File: src/rtl/stby_pkg.sv
package stby_pkg;

  typedef enum logic [1:0] {
    MODE_RUN  = 2'd0,
    MODE_HALT = 2'd1,
    MODE_STOP = 2'd2,
    MODE_WAIT = 2'd3
  } mode_e;

  // Next-mode rule; stop outranks halt when both are requested in run.
  function automatic mode_e next_mode(input mode_e cur, input logic halt,
                                      input logic stop, input logic wake,
                                      input logic done);
    mode_e nxt;
    nxt = cur;
    unique case (cur)
      MODE_RUN:  if (stop) nxt = MODE_STOP;
                 else if (halt) nxt = MODE_HALT;
      MODE_HALT: if (wake) nxt = MODE_RUN;
      MODE_STOP: if (wake) nxt = MODE_WAIT;
      MODE_WAIT: if (done) nxt = MODE_RUN;
      default:   nxt = MODE_RUN;
    endcase
    return nxt;
  endfunction

  // Oscillator enables as a function of mode.
  function automatic logic hs_enable(input mode_e cur);
    return cur != MODE_STOP;
  endfunction

  function automatic logic io_enable(input logic keep, input logic src_io);
    return keep | src_io;
  endfunction

endpackage

File: src/rtl/stby_wake.sv
module stby_wake #(
  parameter int N_IRQ = 8
) (
  input  logic [N_IRQ-1:0] irq_req,
  input  logic [N_IRQ-1:0] irq_en,
  output logic             wake
);
  logic [N_IRQ-1:0] hit;

  for (genvar i = 0; i < N_IRQ; i++) begin : g_line
    assign hit[i] = irq_req[i] & irq_en[i];
  end

  assign wake = |hit;
endmodule

File: src/rtl/stby_fsm.sv
module stby_fsm
  import stby_pkg::*;
(
  input  logic  clk,
  input  logic  rst_n,
  input  logic  halt_req,
  input  logic  stop_req,
  input  logic  wake,
  input  logic  wait_done,
  output mode_e mode_q,
  output logic  stop_enter,
  output logic  wait_active
);
  mode_e mode_d;

  always_comb begin
    mode_d = next_mode(mode_q, halt_req, stop_req, wake, wait_done);
  end

  assign stop_enter  = (mode_q == MODE_RUN) && stop_req;
  assign wait_active = (mode_q == MODE_WAIT);

  always_ff @(posedge clk) begin
    if (!rst_n) mode_q <= MODE_RUN;
    else        mode_q <= mode_d;
  end
endmodule

File: src/rtl/stby_wait_ctr.sv
module stby_wait_ctr #(
  parameter int CNT_W   = 8,
  parameter int IO_WAIT = 17
) (
  input  logic             clk,
  input  logic             rst_n,
  input  logic             load,
  input  logic             src_io,
  input  logic [CNT_W-1:0] prog_cnt,
  input  logic             active,
  input  logic             hs_tick,
  input  logic             io_tick,
  output logic             done
);
  // CNT_W must be wide enough to hold IO_WAIT.
  localparam logic [CNT_W-1:0] IO_LOAD = CNT_W'(IO_WAIT);

  logic [CNT_W-1:0] cnt_q;
  logic             src_io_q;
  logic             tick_sel;

  assign tick_sel = src_io_q ? io_tick : hs_tick;
  assign done     = active && (cnt_q == '0);

  always_ff @(posedge clk) begin
    if (!rst_n) begin
      cnt_q    <= '0;
      src_io_q <= 1'b0;
    end else if (load) begin
      cnt_q    <= src_io ? IO_LOAD : prog_cnt;
      src_io_q <= src_io;
    end else if (active && tick_sel && (cnt_q != '0)) begin
      cnt_q <= cnt_q - 1'b1;
    end
  end
endmodule

File: src/rtl/stby_osc_ctl.sv
module stby_osc_ctl
  import stby_pkg::*;
(
  input  mode_e mode_q,
  input  logic  io_keep,
  input  logic  cpu_src_io,
  output logic  cpu_clk_en,
  output logic  hs_osc_en,
  output logic  io_osc_en
);
  assign cpu_clk_en = (mode_q == MODE_RUN);
  assign hs_osc_en  = hs_enable(mode_q);
  assign io_osc_en  = io_enable(io_keep, cpu_src_io);
endmodule

File: src/rtl/standby_clk_ctrl.sv
module standby_clk_ctrl
  import stby_pkg::*;
#(
  parameter int N_IRQ   = 8,
  parameter int CNT_W   = 8,
  parameter int IO_WAIT = 17
) (
  input  logic             clk,
  input  logic             rst_n,
  input  logic             halt_req,
  input  logic             stop_req,
  input  logic [N_IRQ-1:0] irq_req,
  input  logic [N_IRQ-1:0] irq_en,
  input  logic             cpu_src_io,
  input  logic             io_keep,
  input  logic [CNT_W-1:0] stab_cnt,
  input  logic             hs_tick,
  input  logic             io_tick,
  output logic             cpu_clk_en,
  output logic             hs_osc_en,
  output logic             io_osc_en,
  output logic [1:0]       mode
);
  // Internal events, named for the checker.
  logic  wake;
  logic  wait_done;
  logic  stop_enter;
  logic  wait_active;
  mode_e mode_q;

  stby_wake #(.N_IRQ(N_IRQ)) u_wake (
    .irq_req (irq_req),
    .irq_en  (irq_en),
    .wake    (wake)
  );

  stby_fsm u_fsm (
    .clk         (clk),
    .rst_n       (rst_n),
    .halt_req    (halt_req),
    .stop_req    (stop_req),
    .wake        (wake),
    .wait_done   (wait_done),
    .mode_q      (mode_q),
    .stop_enter  (stop_enter),
    .wait_active (wait_active)
  );

  stby_wait_ctr #(.CNT_W(CNT_W), .IO_WAIT(IO_WAIT)) u_wait (
    .clk      (clk),
    .rst_n    (rst_n),
    .load     (stop_enter),
    .src_io   (cpu_src_io),
    .prog_cnt (stab_cnt),
    .active   (wait_active),
    .hs_tick  (hs_tick),
    .io_tick  (io_tick),
    .done     (wait_done)
  );

  stby_osc_ctl u_osc (
    .mode_q     (mode_q),
    .io_keep    (io_keep),
    .cpu_src_io (cpu_src_io),
    .cpu_clk_en (cpu_clk_en),
    .hs_osc_en  (hs_osc_en),
    .io_osc_en  (io_osc_en)
  );

  assign mode = mode_q;
endmodule

File: config.mk
export PLATFORM = sky130hd
export DESIGN_NAME = standby_clk_ctrl
export DESIGN_NICKNAME = d
export VERILOG_FILES = /design/src/rtl/stby_pkg.sv /design/src/rtl/stby_wake.sv /design/src/rtl/stby_fsm.sv /design/src/rtl/stby_wait_ctr.sv /design/src/rtl/stby_osc_ctl.sv /design/src/rtl/standby_clk_ctrl.sv
export SDC_FILE = /design/constraint.sdc
export NUM_CORES = 1
export LEC_CHECK = 0
export ABC_AREA = 1
export BUFFER_PORTS_ARGS = -buffer_cell sky130_fd_sc_hd__buf_2
export CORE_MARGIN = 2
export CORE_UTILIZATION = 49
export CTS_CLUSTER_SIZE = 8
export DETAILED_ROUTE_END_ITERATION = 8
export PLACE_DENSITY_LB_ADDON = 0.12
export SLEW_MARGIN = 20
export SYNTH_ARGS = -nofsm -noshare
export SYNTH_HDL_FRONTEND = slang
export SYNTH_SLANG_ARGS = --single-unit
File: constraint.sdc
create_clock -name clk -period 3.45 [get_ports clk]
set_clock_uncertainty 0.2 [all_clocks]
set_input_delay 0.69 -clock clk [delete_from_list [all_inputs] [get_ports clk]]
set_output_delay 0.69 -clock clk [all_outputs]
set_load 0.005 [all_outputs]
==> impl_metrics.ini, run 1 <==
[run_status]
status = finished clean

[min_path]
min_from = u_wait.src_io_q
min_path_type = reg2reg
min_path_cells = 2

[worst_setup_path]
crit_path_start = cpu_src_io
critPathKind = in2out
reg2reg_slack_ns = 1.85
cp_max_fo = 2
startpoint_type = input port
r2r_start = u_wait.cnt_q[0]
worst-endpoint-required_ns = 2.56
worstRegToRegCells = 8
crit_arrival_ns = 1.25
end_kind = primary output

[cells_and_area]
n_antenna_cell = 0
area_delta_synth_final_pct = 25.0
instances_no_fill = 200
nFillCells = 150
seqCellArea_um2 = 220
finalInstanceArea_mm2 = 0.00105
multi_input_area_um2 = 539
drive_above_1_share = 0.272
final_nets = 219

[cts]
cts_tree = done
cts_setup_buffers = 0
cts_buffer_depth = 2
clk_latency_ns = 0.27
cts-root-buf = clkbuf_4
htreeDepth = 1
clock-sinks = 11
cts_hold_buf = 0
cts_resized = 0
cts_made_buffers = 3
cts.clk_slew.worst_paths_ns = 0.07

[placed_design]
placed_area_mm2 = 0.00102
gp_congestion = 0.890
hpwl_um = 1520
port_buffers = 36
placed_cells = 196

[yosys]
synth_top_area_frac = 0.262
synth_most_common_cell = nand2_1
yosysTopAreaCell = dfxtp_1
synth_ff_type = dfxtp_1
synthDistinctLibCells = 20
syn_nets = 180
yosys-top-cells-area = dfxtp_1, nand2_1, nor2_1
syn_avg_cell_area_um2 = 5.75
synth_edf_count = 0
netlist_area_um2 = 840
synth_common_cells = nand2_1, nor2_1, inv_1
ys_seq_area_frac = 0.262
yosysWarnings = 0
synthCells = 146
ys_seq_elements = 11
synthArstFlopShare = 0

[sta]
fin_hold_ws_ns = 0.309
tightest_slew_ns = 0.241
timing.setup.tns_ns = 0
final-max-slew-violation-count = 0
rsz0062_at_grt = no
fin_crit_sh = 0.619
slew_headroom = 0.839
hold_violations = 0
setup_viol = 0
max_freq_mhz = 468
finalCriticalPeriod_ns = 2.14

[die]
coreArea_mm2 = 0.00156
std_cell_rows = 14
die_x_um = 45.4
die-area_mm2 = 0.00206
die_h_um = 45.4
io-pin-count = 37
initial_core_util = 0.539

[drt]
drt-wirelength-per-cell_um = 9.70
drc = 0
dr.pass1.iters = 4
drt_iter0_drc = 17
num_vias = 1004
drt-total-wl_um = 1940
ant_nets = 0
vias_per_cell = 5.02

[run]
max_cap_violations = 0

[global_route]
grt_max_degree = 13
grt_pass1_vias = 773
grt_overflow_total = 0
antenna_found_initial = 0
grt_util_all_layers = 0.196
grt_pass1_wl_um = 3010

[pwr]
leakagePower_nw = 0.582
total_power_mw = 0.531
vdd_drop_max_mv = 0.300
p_per_area_mw_per_mm2 = 506
-- state kept, by name, summed over array words and instances, names as in the netlist --
name and count:
u_fsm.mode_q 2, u_wait.cnt_q 8, u_wait.src_io_q 1
-- power breakdown --
part	total, mW	switching (mW)	internal [mW]
clock network	0.0917	0.0469	0.0448
registers	0.184	0.0302	0.153
logic	0.256	0.152	0.104
-- path summary, 6_finish.rpt --
check / end
worst max-delay path: io_osc_en
worst min-delay path: u_wait.src_io_q
worst max register to register: u_wait.cnt_q[0]
worst min register to register: u_wait.src_io_q
-- cell families (layout without fill, tap and decap cells) --
| kind of cell | after synthesis | count (layout) | synth area share |
|---|---|---|---|
| compound gates | 21 | 21 | 0.128 |
| flops | 11 | 11 | 0.262 |
| simple gates | 93 | 93 | 0.484 |
| buf+inv | 19 | 57 | 0.0954 |
| fa+ha+maj | 2 | 2 | 0.0298 |
-- through the flow --
stage	setup WS, ns	util
after floorplan	1.59	-
after global placement	1.33	0.657
after detailed placement	1.31	0.657
after CTS	1.31	0.673
after global routing	1.30	0.673
final	1.31	0.673
-- per-layer routing --
layer	share of wire	global-route usage
met2	0.48	0.380
met5	0	0
met3	0.069	0.0357
met4	0.0041	0.0353
met1	0.45	0.220
-- area by class of cell --
class                      count  area share
timing repair buffer          36       0.172
inverter                      17      0.0608
clock buffer                   4      0.0250
tap                           16      0.0191
multi-input combinational    116       0.514
sequential                    11       0.210
-- worst max-delay path, stage by stage --
cell	delay [ns]
buf_2	0.13
or2_2	0.30
buf_2	0.13
-- layout by cell type (no fill, tap or decap) --
cell type	count
nand2_1	44
buf_2	36
nor2_1	33
inv_1	13
dfxtp_1	11
o21ai_1	10
a21oi_1	7
nand3_1	5
nand4_1	4
inv_2	4
o21ai_0	3
clkbuf_4	3
nor2_2	2
ha_1	2
nor2_4	1
or2_2	1
nand2_4	1
nand2_2	1
nor2_8	1
a211oi_1	1
clkbuf_1	1
No activity file was read; power rests on OpenSTA's default activity.
==> run 2: changes to the inputs <==
--- a/config.mk
+++ b/config.mk
@@ -5,10 +5,10 @@
 export SDC_FILE = /design/constraint.sdc
 export NUM_CORES = 1
 export LEC_CHECK = 0
-export ABC_AREA = 1
+export ABC_AREA = 0
 export BUFFER_PORTS_ARGS = -buffer_cell sky130_fd_sc_hd__buf_2
 export CORE_MARGIN = 2
-export CORE_UTILIZATION = 49
+export CORE_UTILIZATION = 45
 export CTS_CLUSTER_SIZE = 8
 export DETAILED_ROUTE_END_ITERATION = 8
 export PLACE_DENSITY_LB_ADDON = 0.12
==> constraint.sdc (replaced) <==
create_clock -name clk -period 2.2 [get_ports clk]
set_clock_uncertainty 0.2 [all_clocks]
set_input_delay 0.44 -clock clk [delete_from_list [all_inputs] [get_ports clk]]
set_output_delay 0.44 -clock clk [all_outputs]
set_load 0.005 [all_outputs]
==> impl_metrics.ini, run 2 <==
[run_status]
status = finished clean

[worst_setup_path]
timing.critical_path.buf_inv = 1
cp_top_family = simple AND/OR/NAND/NOR gates
worstRegToRegCells = 6
r2r-end = u_wait.cnt_q[6]
crit_chain = inv_1, ha_1, or3b_4, o2111ai_2, or4_1, a311oi_1
worst-endpoint-required_ns = 2.19
cp_max_fo = 5
crit_arrival_ns = 2.08
r2r_start = u_wait.cnt_q[0]
reg2reg_slack_ns = 0.11
critPathKind = reg2reg
end_kind = flop
startpoint_type = flop
max_stage_delay_ns = 0.51
slowest_stage = or4_1

[die]
coreArea_mm2 = 0.00156
std_cell_rows = 14
die_x_um = 45.4
die-area_mm2 = 0.00206
io-pin-count = 37
die_h_um = 45.4
initial_core_util = 0.495

[yosys]
synthArstFlopShare = 0
yosysTopAreaCell = dfxtp_1
synth_common_cells = dfxtp_1, nand2_1, a21oi_1, inv_1, nor2_1
synth_most_common_cell = dfxtp_1
synth_ff_type = dfxtp_1
synth_edf_count = 0
netlist_area_um2 = 772
yosys-top-cells-area = dfxtp_1, nand2_1, a21oi_1
syn_nets = 129
synth_top_area_frac = 0.285
yosysWarnings = 0
synthDistinctLibCells = 39
ys_seq_area_frac = 0.285
synthCells = 95
syn_avg_cell_area_um2 = 8.13
ys_seq_elements = 11

[cells_and_area]
final_cell_mix = buf_2, dfxtp_1, nand2_1
largest_reg_flops = 8
layout_commonest_cell = buf_2
largest_register = u_wait.cnt_q
top_regs = u_wait.cnt_q x8, u_fsm.mode_q x2, u_wait.src_io_q x1
n_antenna_cell = 0
nFillCells = 137
area_delta_synth_final_pct = 32.3
drive_above_1_share = 0.401
final_nets = 172

[pwr]
swShare = 0.340
leakagePower_nw = 0.449
vdd_drop_max_mv = 0.300
power_frac_clock = 0.235
p_per_area_mw_per_mm2 = 585
comb_power_share = 0.351
p_seq_frac = 0.414
power_switching_mw = 0.203
cellInternalPower_mw = 0.394

[drt]
drc = 0
dr.pass1.iters = 4
vias_per_cell = 5.99
num_vias = 916
drt-wirelength-per-cell_um = 14.1
ant_nets = 0
drt_iter0_drc = 38
drt-total-wl_um = 2160

[global_route]
grt_pass1_wl_um = 3440
grt_util_all_layers = 0.233
grt_max_degree = 14
grt_pass1_vias = 811
grt_overflow_total = 0
antenna_found_initial = 0

[cts]
cts_hold_buf = 0
cts_resized = 0
clk_latency_ns = 0.27
clock-sinks = 11
htreeDepth = 1
cts_setup_buffers = 0
cts.clk_slew.worst_paths_ns = 0.07
cts-root-buf = clkbuf_4
cts_tree = done
cts_made_buffers = 3
cts_buffer_depth = 2

[placed_design]
hpwl_um = 1630
dp_slack_ns = 0.133
port_buffers = 36
gp_congestion = 0.839

[sta]
finalCriticalPeriod_ns = 2.09
tightest_slew_ns = 0.478
slew_headroom = 0.677
timing.setup.tns_ns = 0
fin_crit_sh = 0.952
finalWorstSetupSlack_ns = 0.105
final-max-slew-violation-count = 0
max_freq_mhz = 477
rsz0062_at_grt = no
hold_violations = 0
setup_viol = 0

[min_path]
hold_end = u_wait.cnt_q[1]
min_path_type = in2reg
min_path_cells = 3
min_from = stab_cnt[1]

[run]
max_cap_violations = 0
-- run 2: cell count changes in the layout (fill, tap and decap cells not counted), moves of 3 or more --
cell	before	now
nor2_1	33	5
nor4_1	0	3
buf_4	0	6
inv_2	4	0
o31ai_1	0	3
nand2_1	44	10
a22oi_1	0	4
a31oi_1	0	3
inv_1	13	7
nand4_1	4	0
o21ai_1	10	0
-- run 2: layout make-up --
class	instances	area (µm²)	share of cell area
Multi-Input combinational cell	73	503	0.493
Timing Repair Buffer	42	225	0.221
Sequential cell	11	220	0.216
Clock buffer	4	26.3	0.0257
Inverter	7	26.3	0.0257
Tap cell	16	20.0	0.0196
-- run 2: logic make-up after synthesis --
family,Yosys count,share of synthesized area
AOI/OAI and AO/OA,31,0.293
xor gates and xnor gates,2,0.0227
adders and majority gates,2,0.0324
buffers and inverters,11,0.0632
DFF,11,0.285
muxes,2,0.0276
and+or+nand+nor,36,0.276
-- run 2: worst register-to-register path: stages (launching register included) --
cell	delay, ns
dfxtp_1	0.37
inv_1	0.07
ha_1	0.20
or3b_4	0.25
o2111ai_2	0.16
or4_1	0.51
a311oi_1	0.25
-- run 2: how the worst max path moves through the flow --
stage,start,endpoint,slack [ns],depth (start not counted)
2_1_floorplan,u_wait.cnt_q[0],u_wait.cnt_q[6],0.22,6
3_3_place_gp,u_wait.cnt_q[0],u_wait.cnt_q[6],0.20,6
3_5_place_dp,u_wait.cnt_q[0],u_wait.cnt_q[6],0.13,6
6_report,u_wait.cnt_q[0],u_wait.cnt_q[6],0.11,6
4_1_cts,u_wait.cnt_q[0],u_wait.cnt_q[6],0.11,6
5_1_grt,u_wait.cnt_q[0],u_wait.cnt_q[2],0.04,6
-- run 2: metal layers --
layer | share of wire | up-vias | track usage
met1 | 0.42 | 405 | 0.295
met2 | 0.46 | 59 | 0.383
li1 | - | 450 | -
met5 | 0 | - | 0
met3 | 0.12 | 2 | 0.0635
met4 | 0.0060 | 0 | 0.0706
-- run 2: power groups by stage --
| stage | clock, mW | combinational [mW] | sequential [mW] |
|---|---|---|---|
| 4_1_cts | 0.144 | 0.206 | 0.246 |
| 3_5_place_dp | 0 | 0.204 | 0.251 |
| 3_3_place_gp | 0 | 0.200 | 0.250 |
| 2_1_floorplan | 0 | 0.135 | 0.240 |
| 6_report | 0.140 | 0.210 | 0.247 |
| 5_1_grt | 0.153 | 0.230 | 0.251 |
-- run 2: stage by stage --
| step | utilization | instance area (µm²) | total power [mW] | hold slack (ns) | std cells |
|---|---|---|---|---|---|
| finish | 0.655 | 1020 | 0.598 | 0.231 | 153 |
| global route | 0.655 | 1020 | 0.634 | 0.239 | 153 |
| CTS | 0.655 | 1020 | 0.597 | 0.227 | 153 |
| detailed placement | 0.638 | 995 | 0.455 | 0.295 | 149 |
| global placement | 0.638 | 995 | 0.450 | 0.251 | 149 |
| floorplan | - | 772 | 0.375 | 0.241 | 95 |
